--- src/rtl/ivc_pkg.sv ---
package ivc_pkg;
  localparam int DW       = 32;
  localparam int EXC_W    = 8;
  localparam int EXC_NMI  = 2;
  localparam int EXC_TICK = 15;
  localparam int EXC_EXT0 = 16;
  localparam int REG_EN   = 0;
  localparam int REG_BASE = 1;
  localparam int REG_TICK = 2;

  // source index: 0 = nmi, 1 = tick, 2+n = external n
  function automatic logic [EXC_W-1:0] src_exc(input int unsigned s);
    if (s == 0) return EXC_W'(EXC_NMI);
    if (s == 1) return EXC_W'(EXC_TICK);
    return EXC_W'(s + EXC_EXT0 - 2);
  endfunction
endpackage

--- src/rtl/ivc_regs.sv ---
module ivc_regs
  import ivc_pkg::*;
#(
  parameter int NUM_IRQ   = 32,
  parameter int PRIO_BITS = 3,
  parameter int AW        = 32,
  parameter int REG_AW    = 4
) (
  input  logic                              clk_i,
  input  logic                              rst_ni,
  input  logic                              we_i,
  input  logic [REG_AW-1:0]                 addr_i,
  input  logic [DW-1:0]                     wdata_i,
  output logic [DW-1:0]                     rdata_o,
  output logic [NUM_IRQ-1:0]                en_o,
  output logic [NUM_IRQ-1:0][PRIO_BITS-1:0] prio_o,
  output logic [PRIO_BITS-1:0]              tick_prio_o,
  output logic [AW-1:0]                     base_o
);
  localparam int PRIO_BASE = 2 ** (REG_AW - 1);

  logic [NUM_IRQ-1:0]   en_q;
  logic [PRIO_BITS-1:0] prio_q [NUM_IRQ];
  logic [PRIO_BITS-1:0] tick_q;
  logic [AW-1:0]        base_q;

  always_ff @(posedge clk_i or negedge rst_ni) begin
    if (!rst_ni) begin
      en_q   <= '0;
      tick_q <= '0;
      base_q <= '0;
    end else if (we_i) begin
      if (addr_i == REG_AW'(REG_EN))   en_q   <= wdata_i[NUM_IRQ-1:0];
      if (addr_i == REG_AW'(REG_TICK)) tick_q <= wdata_i[7 -: PRIO_BITS];
      if (addr_i == REG_AW'(REG_BASE)) base_q <= {wdata_i[AW-1:2], 2'b00};
    end
  end

  for (genvar g = 0; g < NUM_IRQ; g++) begin : g_prio
    localparam int RA  = PRIO_BASE + g / 4;
    localparam int MSB = 8 * (g % 4) + 7;
    always_ff @(posedge clk_i or negedge rst_ni) begin
      if (!rst_ni)                             prio_q[g] <= '0;
      else if (we_i && addr_i == REG_AW'(RA))  prio_q[g] <= wdata_i[MSB -: PRIO_BITS];
    end
    assign prio_o[g] = prio_q[g];
  end

  always_comb begin
    rdata_o = '0;
    if (addr_i == REG_AW'(REG_EN))        rdata_o[NUM_IRQ-1:0] = en_q;
    else if (addr_i == REG_AW'(REG_BASE)) rdata_o[AW-1:0]      = base_q;
    else if (addr_i == REG_AW'(REG_TICK)) rdata_o[7 -: PRIO_BITS] = tick_q;
    else begin
      for (int i = 0; i < NUM_IRQ; i++)
        if (addr_i == REG_AW'(PRIO_BASE + i / 4))
          rdata_o[8 * (i % 4) + 7 -: PRIO_BITS] = prio_q[i];
    end
  end

  assign en_o        = en_q;
  assign tick_prio_o = tick_q;
  assign base_o      = base_q;

  a_r11_base_low_zero: assert property (@(posedge clk_i) disable iff (!rst_ni)
    (we_i && addr_i == REG_AW'(REG_BASE)) |=> (base_o[1:0] == 2'b00));
endmodule

--- src/rtl/ivc_arbiter.sv ---
module ivc_arbiter #(
  parameter int NSRC  = 34,
  parameter int KW    = 4,
  parameter int SRC_W = $clog2(NSRC)
) (
  input  logic [NSRC-1:0]         cand_i,
  input  logic [NSRC-1:0][KW-1:0] key_i,
  input  logic [KW-1:0]           run_lvl_i,
  output logic                    win_vld_o,
  output logic [SRC_W-1:0]        win_src_o
);
  logic [KW-1:0] best;

  // strict compare keeps the lowest index on equal keys
  always_comb begin
    win_vld_o = 1'b0;
    win_src_o = '0;
    best      = '1;
    for (int s = 0; s < NSRC; s++) begin
      if (cand_i[s] && key_i[s] < run_lvl_i && (!win_vld_o || key_i[s] < best)) begin
        win_vld_o = 1'b1;
        win_src_o = SRC_W'(s);
        best      = key_i[s];
      end
    end
  end
endmodule

--- src/rtl/ivc_active.sv ---
module ivc_active
  import ivc_pkg::*;
#(
  parameter int NSRC  = 34,
  parameter int KW    = 4,
  parameter int SRC_W = $clog2(NSRC)
) (
  input  logic                    clk_i,
  input  logic                    rst_ni,
  input  logic                    set_i,
  input  logic [SRC_W-1:0]        set_src_i,
  input  logic                    clr_i,
  input  logic [EXC_W-1:0]        clr_exc_i,
  input  logic [NSRC-1:0][KW-1:0] key_i,
  output logic [NSRC-1:0]         active_o,
  output logic [KW-1:0]           run_lvl_o
);
  localparam int NUM_IRQ = NSRC - 2;

  logic [NSRC-1:0]  act_q;
  logic             clr_vld;
  logic [SRC_W-1:0] clr_src;

  always_comb begin
    clr_vld = 1'b0;
    clr_src = '0;
    if (clr_exc_i == EXC_W'(EXC_NMI)) begin
      clr_vld = 1'b1;
      clr_src = SRC_W'(0);
    end else if (clr_exc_i == EXC_W'(EXC_TICK)) begin
      clr_vld = 1'b1;
      clr_src = SRC_W'(1);
    end else if (clr_exc_i >= EXC_W'(EXC_EXT0) &&
                 clr_exc_i < EXC_W'(EXC_EXT0 + NUM_IRQ)) begin
      clr_vld = 1'b1;
      clr_src = SRC_W'(clr_exc_i - EXC_W'(EXC_EXT0 - 2));
    end
  end

  always_ff @(posedge clk_i or negedge rst_ni) begin
    if (!rst_ni) act_q <= '0;
    else begin
      if (clr_i && clr_vld) act_q[clr_src]   <= 1'b0;
      if (set_i)            act_q[set_src_i] <= 1'b1;
    end
  end

  always_comb begin
    run_lvl_o = '1;
    for (int s = 0; s < NSRC; s++)
      if (act_q[s] && key_i[s] < run_lvl_o) run_lvl_o = key_i[s];
  end

  assign active_o = act_q;

  a_r9_grant_not_active: assert property (@(posedge clk_i) disable iff (!rst_ni)
    set_i |-> !act_q[set_src_i]);
endmodule

--- src/rtl/ivc_offer.sv ---
module ivc_offer
  import ivc_pkg::*;
#(
  parameter int SRC_W = 6,
  parameter int AW    = 32
) (
  input  logic             clk_i,
  input  logic             rst_ni,
  input  logic             win_vld_i,
  input  logic [SRC_W-1:0] win_src_i,
  input  logic [EXC_W-1:0] win_exc_i,
  input  logic [AW-1:0]    base_i,
  input  logic             ack_i,
  output logic             req_o,
  output logic [EXC_W-1:0] num_o,
  output logic [AW-1:0]    addr_o,
  output logic [SRC_W-1:0] src_o,
  output logic             grant_o
);
  logic             req_q;
  logic [EXC_W-1:0] num_q;
  logic [AW-1:0]    addr_q;
  logic [SRC_W-1:0] src_q;

  always_ff @(posedge clk_i or negedge rst_ni) begin
    if (!rst_ni) begin
      req_q  <= 1'b0;
      num_q  <= '0;
      addr_q <= '0;
      src_q  <= '0;
    end else if (req_q) begin
      if (ack_i) req_q <= 1'b0;
    end else if (win_vld_i) begin
      req_q  <= 1'b1;
      num_q  <= win_exc_i;
      src_q  <= win_src_i;
      addr_q <= base_i + {{(AW-EXC_W-2){1'b0}}, win_exc_i, 2'b00};
    end
  end

  assign req_o   = req_q;
  assign num_o   = num_q;
  assign addr_o  = addr_q;
  assign src_o   = src_q;
  assign grant_o = req_q & ack_i;

  a_r8_offer_held: assert property (@(posedge clk_i) disable iff (!rst_ni)
    (req_q && !ack_i) |=> (req_q && $stable(num_q) && $stable(addr_q)));
endmodule

--- src/rtl/irq_vec_ctrl.sv ---
module irq_vec_ctrl
  import ivc_pkg::*;
#(
  parameter int NUM_IRQ   = 32,
  parameter int PRIO_BITS = 3,
  parameter int AW        = 32,
  parameter int REG_AW    = 4
) (
  input  logic               clk_i,
  input  logic               rst_ni,
  input  logic [NUM_IRQ-1:0] irq_i,
  input  logic               tick_i,
  input  logic               nmi_i,
  input  logic               reg_we_i,
  input  logic [REG_AW-1:0]  reg_addr_i,
  input  logic [DW-1:0]      reg_wdata_i,
  output logic [DW-1:0]      reg_rdata_o,
  output logic               irq_req_o,
  output logic [EXC_W-1:0]   irq_num_o,
  output logic [AW-1:0]      vec_addr_o,
  input  logic               ack_i,
  input  logic               done_i,
  input  logic [EXC_W-1:0]   done_num_i
);
  localparam int NSRC  = NUM_IRQ + 2;
  localparam int SRC_W = $clog2(NSRC);
  localparam int KW    = PRIO_BITS + 1;

  logic [NUM_IRQ-1:0]                en;
  logic [NUM_IRQ-1:0][PRIO_BITS-1:0] prio;
  logic [PRIO_BITS-1:0]              tick_prio;
  logic [AW-1:0]                     base;
  logic [NSRC-1:0][KW-1:0]           key;
  logic [NSRC-1:0]                   active, cand;
  logic [KW-1:0]                     run_lvl;
  logic                              win_vld, grant;
  logic [SRC_W-1:0]                  win_src, offer_src;
  logic [EXC_W-1:0]                  win_exc;

  ivc_regs #(
    .NUM_IRQ(NUM_IRQ), .PRIO_BITS(PRIO_BITS), .AW(AW), .REG_AW(REG_AW)
  ) u_regs (
    .clk_i, .rst_ni,
    .we_i(reg_we_i), .addr_i(reg_addr_i), .wdata_i(reg_wdata_i), .rdata_o(reg_rdata_o),
    .en_o(en), .prio_o(prio), .tick_prio_o(tick_prio), .base_o(base)
  );

  // key 0 reserved for the non-maskable source; programmable levels sit above it
  always_comb begin
    key[0] = '0;
    key[1] = {1'b0, tick_prio} + KW'(1);
    for (int n = 0; n < NUM_IRQ; n++) key[n+2] = {1'b0, prio[n]} + KW'(1);
  end

  assign cand = {irq_i & en, tick_i, nmi_i} & ~active;

  ivc_arbiter #(.NSRC(NSRC), .KW(KW), .SRC_W(SRC_W)) u_arb (
    .cand_i(cand), .key_i(key), .run_lvl_i(run_lvl),
    .win_vld_o(win_vld), .win_src_o(win_src)
  );

  assign win_exc = src_exc(32'(win_src));

  ivc_offer #(.SRC_W(SRC_W), .AW(AW)) u_offer (
    .clk_i, .rst_ni,
    .win_vld_i(win_vld), .win_src_i(win_src), .win_exc_i(win_exc), .base_i(base),
    .ack_i, .req_o(irq_req_o), .num_o(irq_num_o), .addr_o(vec_addr_o),
    .src_o(offer_src), .grant_o(grant)
  );

  ivc_active #(.NSRC(NSRC), .KW(KW), .SRC_W(SRC_W)) u_act (
    .clk_i, .rst_ni,
    .set_i(grant), .set_src_i(offer_src),
    .clr_i(done_i), .clr_exc_i(done_num_i),
    .key_i(key), .active_o(active), .run_lvl_o(run_lvl)
  );

  a_r5_num_legal: assert property (@(posedge clk_i) disable iff (!rst_ni)
    irq_req_o |-> (irq_num_o == EXC_W'(EXC_NMI) || irq_num_o == EXC_W'(EXC_TICK) ||
                   (irq_num_o >= EXC_W'(EXC_EXT0) && irq_num_o < EXC_W'(EXC_EXT0 + NUM_IRQ))));

  a_r7_nmi_first: assert property (@(posedge clk_i) disable iff (!rst_ni)
    (nmi_i && !active[0] && !irq_req_o) |=> (irq_req_o && irq_num_o == EXC_W'(EXC_NMI)));

  a_r12_no_idle_gap: assert property (@(posedge clk_i) disable iff (!rst_ni)
    (!irq_req_o && win_vld) |=> irq_req_o);
endmodule

--- config.mk ---
export PLATFORM = sky130hd
export DESIGN_NAME = irq_vec_ctrl
export DESIGN_NICKNAME = d
export VERILOG_FILES = /design/src/rtl/ivc_pkg.sv /design/src/rtl/ivc_regs.sv /design/src/rtl/ivc_arbiter.sv /design/src/rtl/ivc_active.sv /design/src/rtl/ivc_offer.sv /design/src/rtl/irq_vec_ctrl.sv
export SDC_FILE = /design/constraint.sdc
export NUM_CORES = 1
export LEC_CHECK = 0
export ABC_AREA = 1
export BUFFER_PORTS_ARGS = -buffer_cell sky130_fd_sc_hd__buf_2
export CORE_MARGIN = 3
export CORE_UTILIZATION = 45
export DETAILED_ROUTE_END_ITERATION = 10
export GPL_TIMING_DRIVEN = 0
export MAX_ROUTING_LAYER = met4
export PLACE_DENSITY_LB_ADDON = 0.25
export RECOVER_POWER = 100
export SYNTH_ARGS = -nofsm -noshare
export SYNTH_HDL_FRONTEND = slang
export SYNTH_SLANG_ARGS = --single-unit
--- constraint.sdc ---
create_clock -name clk_i -period 100.5 [get_ports clk_i]
set_clock_uncertainty 0.1 [all_clocks]
set_input_delay 15.075 -clock clk_i [delete_from_list [all_inputs] [get_ports clk_i]]
set_output_delay 15.075 -clock clk_i [all_outputs]
set_load 0.05 [all_outputs]
# Word-level counts from Yosys, hierarchy flattened
# Index checks and enable logic that the tools add are counted.
# totals
output_inout_bits	73
reg_bits	242
# classes
order_cmp	106
mux	201
n_eq_ne	13
add_sub_neg	37
n_reduce_logical	184
bitwise	8
# ops
operator	n
$lt 4x4->1	99
$mux 4	75
$add 3x1->4 const B	33
$mux 3	44
$logic_and 1x1->1	112
$mux 5	20
$and 34x34->34	2
$mux 34	2
$not 34->34	2
$mux 1	46
$or 34x34->34	1
$logic_not 1->1	33
$logic_or 1x1->1	33
$add 32x10->32	1
$and 32x32->32	1
$eq 4x4->1 const B	8
$mux 32	1
$mux 8	4
$mux 6	5
$lt 6x7->1 const B	2
$demux 1 s6	2
$ge 6x1->1 const B	2
$eq 8x2->1 const B	1
$eq 8x4->1 const B	1
15 further kinds	19

# Longest topological paths before layout
# depth
ltp_word	241
mapped_depth	628

# Cells and area by module
# Synthesis repeated with hierarchy kept, for this count alone.
# unflattened
hier_cells	4410
hier_area_um2	27330.0
# by_module_without_submodules
module	seq_area_each_um2	n_inst	area_per_inst_um2	cells_per_inst
ivc_arbiter	0.0	1	8903.5	1588
ivc_regs	4028.9	1	7156.9	835
ivc_active	850.8	1	6831.6	1275
ivc_offer	1176.1	1	2974.1	451
irq_vec_ctrl	0.0	1	1463.9	261

# Worst setup path before layout
# No wires, ideal clock.
# synth_timing
kind	register -> register
from	reg u_regs.tick_q[0] (netlist: u_regs.tick_prio_o[0])
to	reg u_offer.addr_q[30] (netlist: u_offer.addr_o[30])
path_stages_with_launch	566
slack_ns	36.317
n_path_buf	1
arrival_ns	64.017
cell_sequence	dfrtp_1 -> ha_1 -> xnor2_1 -> inv_1 -> ha_1 -> nand2_1 -> clkinv_1 -> nand2_2 -> nand2_1 -> nand2_2 -> o21ai_0 -> ha_1 -> a211oi_4 -> nand2_4 -> nand2_1 -> o21ai_0 -> ha_1 -> inv_12 -> (+530 left out) -> ha_1 -> nand2_1 -> o21ai_0 -> a21oi_1 -> o21bai_1 -> a21oi_1 -> nor3_1 -> nand3_1 -> nor3_1 -> inv_1 -> nor3_1 -> nand3_1 -> nor3_1 -> nand3_1 -> nor3_1 -> xor2_1 -> nand2_1 -> nand2_1
# synth_via
elab_chain_len	241
word_cells_on_any_way	412
# synth_rtl
item	line_no	rtl
start: declaration	ivc_regs.sv:24	logic [PRIO_BITS-1:0] tick_q;
start signal: assignment	ivc_regs.sv:34	if (addr_i == REG_AW'(REG_TICK)) tick_q <= wdata_i[7 -: PRIO_BITS];
$add 3x1->4 (*)	irq_vec_ctrl.sv:51	key[1] = {1'b0, tick_prio} + KW'(1);
$lt 4x4->1	ivc_active.sv:51	if (act_q[s] && key_i[s] < run_lvl_o) run_lvl_o = key_i[s];
$logic_and 1x1->1	ivc_active.sv:51	
$mux 4	ivc_active.sv:51	
$lt 4x4->1	ivc_active.sv:51	
$logic_and 1x1->1	ivc_active.sv:51	
$mux 4	ivc_active.sv:51	
$lt 4x4->1	ivc_active.sv:51	
(+223 left out)	-	
$lt 4x4->1 or $logic_not 1->1 (tied branches)	ivc_arbiter.sv:20	if (cand_i[s] && key_i[s] < run_lvl_i && (!win_vld_o || key_i[s] < best)) begin
$logic_or 1x1->1	ivc_arbiter.sv:20	
$logic_and 1x1->1	ivc_arbiter.sv:20	
$mux 6 (*)	ivc_arbiter.sv:20	
parallel branches: the longest is 4 deep, another holds $sub 7x2->8	-	
$mux 8 (*)	ivc_pkg.sv:14	if (s == 1) return EXC_W'(EXC_TICK);
named net u_offer.win_exc_i[3]	ivc_offer.sv:11	input logic [EXC_W-1:0] win_exc_i,
$add 32x10->32 (*)	ivc_offer.sv:37	addr_q <= base_i + {{(AW-EXC_W-2){1'b0}}, win_exc_i, 2'b00};
end signal: assignment	ivc_offer.sv:37	
end: declaration	ivc_offer.sv:22	logic [AW-1:0] addr_q;
# Mark *: on every way through the listed nets, which the timed path passes. The select of a mux whose other input is x is not followed.
# A chain may end at the register's enable or synchronous reset.

# Worst setup path in the final report
# Same ends and word-level chain as after synthesis.

==> flow_summary.yaml <==
synth:
  synth_edf_count: 0
  synthCells: 3940
  synth_top_flop_cell: "dfrtp_1"
  ys_seq_area_frac: 0.2330
  ys_ff_latch: 239
  syn_avg_cell_area_um2: 6.516
  yosysWarnings: 0
  synthArstFlopShare: 1.000
  synth.distinct_cells: 60
  syn_area_um2: 25670
routing:
  viasPerCell: 5.463
  via_count: 26762
  drt-initial-drc-count: 2506
  wl_um: 88810
  post_drt_wl_per_cell_um: 18.13
  drtAntennaViolNets: 0
  firstDrtPassIters: 6
  drc_errors: 0
critical_path:
  path_class: "reg2reg"
  cpMaxStageDelayCell: "inv_1"
  cp_max_fo: 33
  crit_path_start_kind: "flip-flop"
  crit_path_frequent_cell: "nand2_1"
  cp.arrival_ns: 79.73
  required_ns: 100.90
  cp-end-kind: "flip-flop"
  reg2regPathDepth: 565
  r2r_slack_ns: 21.16
  crit_start: "u_regs.tick_prio_o[0]"
  timing.rr.end: "u_offer.addr_o[30]"
  cpPeakStageDelay_ns: 1.28
  reg2reg_from: "u_regs.tick_prio_o[0]"
finish:
  layout-drive-gt1-share: 0.1183
  final_cell_mix: "nand2_1, inv_1, nand3_1, o21ai_0, ha_1"
  antennaDiodeCount: 0
  final_common_cell: "nand2_1"
  syn_to_final_growth_pct: 10.02
  final_area_um2: 28240
  fillers: 5933
  fin_nets: 4466
clocking:
  clk_latency_ns: 0.56
  cts-htree-levels: 1
  clockRootBuffer: "clkbuf_16"
  cts_max_path_buffers: 3
  ctsHoldBuffers: 0
  cts.clk_slew.worst_paths_ns: 0.06
  cts_tree: "yes"
  cts-resized-gates: 0
  cts_num_sinks: 239
  cts-buffers-inserted: 27
  post_cts_buffers: 0
global_routing:
  grtUsageMet1: 0.4158
  grt.overflow.total: 0
  top_usage_layer: "met2"
  antenna_found_initial: 0
  grt_pass1_wl_um: 137800
  gr-usage-all-layers: 0.2995
  grt_use_met3: 0.03244
  grt_max_degree: 100
  grt_use_met2: 0.4564
  first_global_vias: 24431
timing:
  fin_tns_setup_ns: 0
  max_freq_mhz: 12.60
  slew_viol_final: 278
  finalCritPeriodShare: 0.7894
  hold_slack_ns: 0.3796
  relSlewSlack: -2.483
  period_minus_slack_ns: 79.34
  rsz0062_at_grt: "false"
  tightestPinTransition_ns: 5.225
  finalSetupViolCount: 0
  finalHoldViolCount: 0
placed_design:
  gp_congestion: 1.014
  hpwl_um: 71280
  port_buffers: 152
  placed_area_um2: 27500
die:
  io_pins: 156
  initial_utilization: 0.4606
  rows: 86
  core_um2: 55740
  die_w_um: 244.9
  fp.dieH_um: 244.9
  dieArea_um2: 59950
status:
  status: "finished, violations left"
  violations: "capacitance limit, slew limit"
min_path:
  holdPathEnd: "u_offer.num_o[2]"
  hold_path.class: "reg2reg"
  holdCritStartpoint: "u_offer.num_o[2]"
  min_path_cells: 2
job:
  cap_violations: 4
[layer usage]
metal,up-vias,wire [um]
li1,13314,-
met1,12300,40040
met2,993,38330
met3,155,7014
met4,0,3423
met5,-,0
[logic make-up (layout without fill, tap and decap cells)]
kind of cell / after synthesis / count (layout) / share of synthesized area
AOI/OAI and AO/OA: 599 / 599 / 0.1334
DFF: 239 / 239 / 0.2330
adders and majority gates: 251 / 251 / 0.1226
xor gates and xnor gates: 43 / 43 / 0.01467
other: 1 / 4 / 0.0001461
and+or+nand+nor: 2177 / 2177 / 0.4005
buffers and inverters: 630 / 838 / 0.09572
[worst max path at each step]
stage,to,slack [ns],cells after the start
floorplan,u_offer.addr_o[30],36.32,565
global placement,u_offer.addr_o[30],25.54,557
detailed placement,u_offer.addr_o[30],25.70,557
CTS,u_offer.addr_o[30],25.43,560
global route,u_offer.addr_o[30],11.76,564
finish,u_offer.addr_o[30],21.16,565
[Yosys cell counts (4+ instances only)]
cell type / n / area [um2]
nand2_1: 1160 / 4354
inv_1: 495 / 1858
nand3_1: 480 / 2402
o21ai_0: 387 / 1937
ha_1: 250 / 3128
dfrtp_1: 239 / 5981
nand2_2: 166 / 1039
nor2_1: 123 / 461.7
nand2_4: 71 / 799.5
a21oi_1: 70 / 350.3
clkbuf_1: 50 / 187.7
inv_2: 36 / 135.1
or2_2: 35 / 219.0
nand3_2: 34 / 340.3
o21ai_1: 33 / 165.2
nor2_2: 31 / 193.9
clkinv_1: 30 / 112.6
and3_1: 29 / 181.4
a2111oi_0: 28 / 245.2
nor3_1: 25 / 125.1
xor2_1: 22 / 192.7
xnor2_1: 21 / 183.9
nand4_1: 13 / 81.33
o22ai_1: 13 / 81.33
o211ai_1: 11 / 82.58
a221oi_1: 10 / 87.58
o21ai_2: 7 / 61.31
nor4_1: 6 / 37.54
o2111ai_1: 6 / 52.55
a22o_1: 5 / 43.79
inv_4: 5 / 31.28
o31ai_1: 5 / 37.54
a2111oi_4: 4 / 110.1
buf_4: 4 / 30.03
o21a_1: 4 / 30.03
[critical path: cells and delay by family, from the launching register on]
kind / cells / cell delay [ns]
buf+inv: 137 / 12.45
xor+xnor: 2 / 0.43
flops: 1 / 0.48
compound gates: 94 / 20.90
fa+ha+maj: 69 / 20.41
simple gates: 263 / 24.31
[registers in the layout, indices dropped and copies added, names as in the netlist]
name / cells
u_regs.prio_o: 96
u_offer.req_o: 1
u_regs.base_o: 30
u_offer.num_o: 7
u_offer.addr_o: 30
u_offer.src_o: 6
u_act.active_o: 34
u_regs.en_o: 32
u_regs.tick_prio_o: 3
[per-stage QoR]
step                  util  cells  setup slack [ns]
floorplan                -   3943             36.32
global placement    0.4912   4843             25.54
detailed placement  0.4933   4849             25.70
CTS                 0.5105   4897             25.43
global route        0.5067   4899             11.76
finish              0.5067   4899             21.16
[final cells by class]
type | instances | area (um2) | share of cell area
Multi-Input combinational cell | 3074 | 17180 | 0.6081
Sequential cell | 239 | 5981 | 0.2117
Inverter | 570 | 2192 | 0.07761
Tap cell | 748 | 935.9 | 0.03314
Clock buffer | 40 | 824.5 | 0.02919
Timing Repair Buffer | 160 | 739.5 | 0.02618
Buffer | 60 | 264.0 | 0.009347
Clock inverter | 8 | 132.6 | 0.004696
Power is left out: the tool's default activity adds up to more than one toggle a clock period on the data nets, which glitch-free logic cannot reach.
